--- config.mk ---
export PLATFORM = sky130hd
export DESIGN_NAME = port_owner_router
export DESIGN_NICKNAME = d
export VERILOG_FILES = /design/src/rtl/portown_pkg.sv /design/src/rtl/portown_csc.sv /design/src/rtl/portown_cell.sv /design/src/rtl/port_owner_router.sv
export SDC_FILE = /design/constraint.sdc
export NUM_CORES = 1
export LEC_CHECK = 0
export BUFFER_PORTS_ARGS = -buffer_cell sky130_fd_sc_hd__buf_2
export CAP_MARGIN = 20
export CORE_AREA = 2 2 60 62
export DETAILED_ROUTE_END_ITERATION = 16
export DIE_AREA = 0 0 62 64
export GPL_ROUTABILITY_DRIVEN = 1
export HOLD_SLACK_MARGIN = 0.03
export SYNTH_ARGS = -nofsm -noshare
export SYNTH_HDL_FRONTEND = slang
export SYNTH_SLANG_ARGS = --single-unit
--- constraint.sdc ---
create_clock -name clk -period 3 [get_ports clk]
set_input_delay 0.6 -clock clk [delete_from_list [all_inputs] [get_ports clk]]
set_output_delay 0.6 -clock clk [all_outputs]
set_load 0.1 [all_outputs]
--- src/rtl/portown_pkg.sv ---
package portown_pkg;
   typedef enum logic {
      OWNER_HS = 1'b0,
      OWNER_CC = 1'b1
   } owner_e;

   localparam int unsigned MAX_PORTS = 15;
endpackage

--- src/rtl/portown_csc.sv ---
module portown_csc #(
   parameter bit CLEAR_WINS = 1'b0
) (
   input  logic clk,
   input  logic rst_n,
   input  logic conn_now,
   input  logic conn_next,
   input  logic clr,
   output logic csc
);
   logic changed;
   logic csc_d;

   assign changed = conn_now ^ conn_next;

   generate
      if (CLEAR_WINS) begin : g_clear_wins
         assign csc_d = (csc | changed) & ~clr;
      end else begin : g_set_wins
         assign csc_d = (csc & ~clr) | changed;
      end
   endgenerate

   always_ff @(posedge clk) begin
      if (!rst_n) csc <= 1'b0;
      else        csc <= csc_d;
   end

   // a change of the connect status leaves the change bit set
   p_change_sets_r9: assert property (@(posedge clk) disable iff (!rst_n)
      (conn_now != conn_next) && (!CLEAR_WINS || !clr) |=> csc);
   // sticky until written
   p_sticky_r9: assert property (@(posedge clk) disable iff (!rst_n)
      (csc && !clr) |=> csc);
endmodule

--- src/rtl/portown_cell.sv ---
module portown_cell
   import portown_pkg::*;
#(
   parameter bit CLEAR_WINS = 1'b0
) (
   input  logic clk,
   input  logic rst_n,
   input  logic cfg,
   input  logic cfg_rise,
   input  logic attach,
   input  logic detach,
   input  logic hs_det,
   input  logic rel,
   input  logic hs_clr,
   input  logic cc_clr,
   output logic owner_cc,
   output logic hs_conn,
   output logic hs_csc,
   output logic cc_conn,
   output logic cc_csc
);
   owner_e owner_q, owner_d;
   logic   present_q, present_d;
   logic   fast_q, fast_d;
   logic   rel_ok;
   logic   hs_conn_d, cc_conn_d;

   always_comb begin
      present_d = present_q;
      fast_d    = fast_q;
      if (detach) begin
         present_d = 1'b0;
      end else if (attach) begin
         present_d = 1'b1;
         fast_d    = hs_det;
      end
   end

   assign rel_ok = rel && present_q && !fast_q && !detach && (owner_q == OWNER_HS);

   always_comb begin
      owner_d = owner_q;
      if (!cfg)
         owner_d = OWNER_CC;
      else if (cfg_rise)
         owner_d = OWNER_HS;
      else if ((owner_q == OWNER_CC) && detach)
         owner_d = OWNER_HS;
      else if (rel_ok)
         owner_d = OWNER_CC;
   end

   always_ff @(posedge clk) begin
      if (!rst_n) begin
         owner_q   <= OWNER_CC;
         present_q <= 1'b0;
         fast_q    <= 1'b0;
      end else begin
         owner_q   <= owner_d;
         present_q <= present_d;
         fast_q    <= fast_d;
      end
   end

   assign owner_cc  = (owner_q == OWNER_CC);
   assign hs_conn   = present_q && (owner_q == OWNER_HS);
   assign cc_conn   = present_q && (owner_q == OWNER_CC);
   assign hs_conn_d = present_d && (owner_d == OWNER_HS);
   assign cc_conn_d = present_d && (owner_d == OWNER_CC);

   portown_csc #(.CLEAR_WINS(CLEAR_WINS)) u_hs_csc (
      .clk(clk), .rst_n(rst_n), .conn_now(hs_conn), .conn_next(hs_conn_d),
      .clr(hs_clr), .csc(hs_csc));

   portown_csc #(.CLEAR_WINS(CLEAR_WINS)) u_cc_csc (
      .clk(clk), .rst_n(rst_n), .conn_now(cc_conn), .conn_next(cc_conn_d),
      .clr(cc_clr), .csc(cc_csc));

   p_cfg_low_r2: assert property (@(posedge clk) disable iff (!rst_n)
      !cfg |=> owner_cc);
   p_cfg_rise_r3: assert property (@(posedge clk) disable iff (!rst_n)
      cfg_rise |=> !owner_cc);
   p_release_r4: assert property (@(posedge clk) disable iff (!rst_n)
      (cfg && !cfg_rise && !owner_cc && rel && hs_conn && !fast_q && !detach) |=> owner_cc);
   p_keep_hs_r5: assert property (@(posedge clk) disable iff (!rst_n)
      (cfg && !owner_cc && rel && fast_q && !attach) |=> !owner_cc);
   p_handoff_r6: assert property (@(posedge clk) disable iff (!rst_n)
      (cfg && !cfg_rise && !owner_cc && rel && hs_conn && !fast_q && !detach)
      |=> (hs_csc && cc_csc && cc_conn && !hs_conn));
   p_return_r7: assert property (@(posedge clk) disable iff (!rst_n)
      (cfg && !cfg_rise && owner_cc && detach) |=> (!owner_cc && !hs_conn));
   p_cfg_clear_r8: assert property (@(posedge clk) disable iff (!rst_n)
      (!cfg && hs_conn && !detach) |=> (hs_csc && !hs_conn));
   p_exclusive_r10: assert property (@(posedge clk) disable iff (!rst_n)
      !(hs_conn && cc_conn));
endmodule

--- src/rtl/port_owner_router.sv ---
module port_owner_router
   import portown_pkg::*;
#(
   parameter int unsigned NPORTS     = 4,
   parameter bit          CLEAR_WINS = 1'b0
) (
   input  logic              clk,
   input  logic              rst_n,
   input  logic              cfg_flag,
   input  logic [NPORTS-1:0] attach,
   input  logic [NPORTS-1:0] detach,
   input  logic [NPORTS-1:0] hs_detect,
   input  logic [NPORTS-1:0] release_req,
   input  logic [NPORTS-1:0] hs_csc_clr,
   input  logic [NPORTS-1:0] cc_csc_clr,
   output logic [NPORTS-1:0] owner_cc,
   output logic [NPORTS-1:0] hs_conn,
   output logic [NPORTS-1:0] hs_csc,
   output logic [NPORTS-1:0] cc_conn,
   output logic [NPORTS-1:0] cc_csc
);
   initial begin
      assert (NPORTS >= 1 && NPORTS <= MAX_PORTS)
         else $error("NPORTS out of range");
   end

   logic cfg_q;
   logic cfg_rise;

   always_ff @(posedge clk) begin
      if (!rst_n) cfg_q <= 1'b0;
      else        cfg_q <= cfg_flag;
   end

   assign cfg_rise = cfg_flag && !cfg_q;

   for (genvar p = 0; p < NPORTS; p++) begin : g_port
      portown_cell #(.CLEAR_WINS(CLEAR_WINS)) u_cell (
         .clk(clk), .rst_n(rst_n), .cfg(cfg_flag), .cfg_rise(cfg_rise),
         .attach(attach[p]), .detach(detach[p]), .hs_det(hs_detect[p]),
         .rel(release_req[p]), .hs_clr(hs_csc_clr[p]), .cc_clr(cc_csc_clr[p]),
         .owner_cc(owner_cc[p]), .hs_conn(hs_conn[p]), .hs_csc(hs_csc[p]),
         .cc_conn(cc_conn[p]), .cc_csc(cc_csc[p]));
   end

   // a release touches at most one port per requested port
   p_release_local_r4: assert property (@(posedge clk) disable iff (!rst_n)
      (cfg_flag && cfg_q && (detach == '0)) |=> ((owner_cc & ~$past(owner_cc) & ~$past(release_req)) == '0));
endmodule

==> results.cfg <==
[run_status]
status = finished clean

[setup_path]
worst-path-buf-inv = 1
startpoint_type = register
cp_max_fo = 4
slowest_delay_ns = 0.46
crit_type = reg2out
crit_required_ns = 2.40
cp_top_family = buffers and inverters
slowest_stage = buf_2
crit_chain = nor2b_1, buf_2
cp.arrival_ns = 1.36
end_kind = output port

[synth]
ys_seq_area_share_pct = 36.1
synthArstFlopShare_pct = 0
synth-seq-cells = 21
synth_cells = 140
synth.avg_cell_area_um2 = 8.32
syn_nets = 167
ys_types = 19
synth-edff-count = 0
yosysWarnings = 0
netlist_area_mm2 = 0.00116
synth_flop_cell = dfxtp_1

[grt]
grt.total_usage_pct = 12.5
antenna_found_initial = 0
grt_pass1_vias = 904
grt_pass1_wl_mm = 3.73
grt.overflow.total = 0
grt_start_max_net_pins = 13

[layout]
register_area_um2 = 420
final_common_cell = buf_2
multi_input_area_um2 = 572
fin_util_pct = 40.3
nets = 197
syn2layout_area_growth_pct = 13.7
diodes = 0
drive_above_1_share_pct = 31.4
num-fill-cells = 355
mostFrequentLayoutCells = buf_2, nor2_1, dfxtp_1, nor2b_1, nand2b_1
finalInstanceArea_mm2 = 0.00133

[placement]
dp_hpwl_mm = 1.81
dpl_cell_area_mm2 = 0.00130
gp_congestion = 0.790
port_buffers = 46

[floorplan]
die_area_mm2 = 0.00397
fp.dieH_um = 64
core_area_mm2 = 0.00328
std_cell_rows = 21
start_util_pct = 35.5
io_pins = 47
die_w_um = 62

[sta]
fin_crit_ns = 1.96
clock_skew_ns = 0.000541
final-hold-violation-count = 0
fin_tns_setup_ns = 0
fin_crit_sh_pct = 65.3
hold-worst-slack_ns = 0.493
worstMarginPinSlew_ns = 0.488
relSlewSlack_pct = 67.7
grt_setup_unrepaired = no
slew_viol_final = 0
max_freq_ghz = 0.511
setup_viol = 0

[clock_network]
clk_pin_slew_ns = 0.12
cts_buffer_depth = 2
htreeDepth = 1
numCtsBuffers = 3
clk_latency_ns = 0.30
root_buffer = clkbuf_4
cts_setup_buffers = 0
cts_resized = 0
numClockSinks = 21
holdBufCountCts = 0
cts_tree = built

[routing]
ant_nets = 0
wirelength_mm = 2.34
drcViolationCount = 0
via_count = 989
firstDrtPassIters = 4
wire_per_inst_um = 10.9
viasPerCell = 4.60
drt_iter0_markers = 47

[pwr]
p_leak_nw = 0.657
p_total_mw = 0.635
ir_drop_v = 0.000141
power-per-cell-area_mw_per_mm2 = 479

[job]
cap_violations = 0

[worst_hold_path]
hp-class = reg2reg
through the flow:
| step | instances | setup slack (ns) |
|---|---|---|
| 5_1_grt | 215 | 0.909 |
| 2_1_floorplan | 140 | 1.33 |
| 6_report | 215 | 1.04 |
| 3_3_place_gp | 211 | 1.20 |
| 4_1_cts | 215 | 1.01 |
| 3_5_place_dp | 211 | 1.18 |
state kept, by name (all words and copies together), names as in the netlist:
register / cells
g_port.u_cell.present_q: 4
g_port.u_cell.fast_q: 4
g_port.u_cell.owner_cc: 4
g_port.u_cell.u_cc_csc.csc: 4
g_port.u_cell.u_hs_csc.csc: 4
cfg_q: 1
worst reg2reg max path: stages (launching register included):
cell and delay, ns:
dfxtp_1 0.35, and3b_1 0.18, a2bb2oi_1 0.18, or4b_1 0.52, o311a_1 0.13
power breakdown:
part           switching (mW)  internal [mW]
sequential             0.0107          0.295
combinational           0.141         0.0484
clock                  0.0872         0.0518
kinds of logic after synthesis:
| group | count (synthesis) | synth area share (%) |
|---|---|---|
| and+or+nand+nor | 69 | 32.8 |
| buffers and inverters | 26 | 14.8 |
| DFF | 21 | 36.1 |
| AOI/OAI and AO/OA | 20 | 12.9 |
| muxes | 4 | 3.44 |
synth_stat cells (5+ instances only):
cell      number  area [µm²]
nor2b_1       12        75.1
dfxtp_1       21         420
buf_4         20         150
nor2_1        24        90.1
inv_1          5        18.8
nand2b_1      12        75.1
cell type report:
| class | instances | share of cell area [%] |
|---|---|---|
| Clock buffer | 4 | 1.98 |
| Inverter | 5 | 1.42 |
| Multi-Input combinational cell | 93 | 43.2 |
| Sequential cell | 21 | 31.7 |
| Tap cell | 46 | 4.34 |
| Timing Repair Buffer | 46 | 17.4 |
per-layer routing:
layer  share of wire, %  global-route usage, %
met1                 48                   15.7
met2                 45                   19.9
met3                6.3                   2.43
met4               0.81                   5.59
met5                  0                      0
final timing paths:
check / start / endpoint / slack, ns / cells after the start
setup / recovery: g_port[1].u_cell.present_q / hs_conn[1] / 1.04 / 2
hold reg to reg: g_port[2].u_cell.u_cc_csc.csc / g_port[2].u_cell.u_cc_csc.csc / 0.49 / 2
hold / removal: g_port[2].u_cell.u_cc_csc.csc / g_port[2].u_cell.u_cc_csc.csc / 0.49 / 2
setup reg to reg: g_port[1].u_cell.present_q / g_port[1].u_cell.u_hs_csc.csc / 1.54 / 4
Note: power is estimated with default switching activity, not from simulation.
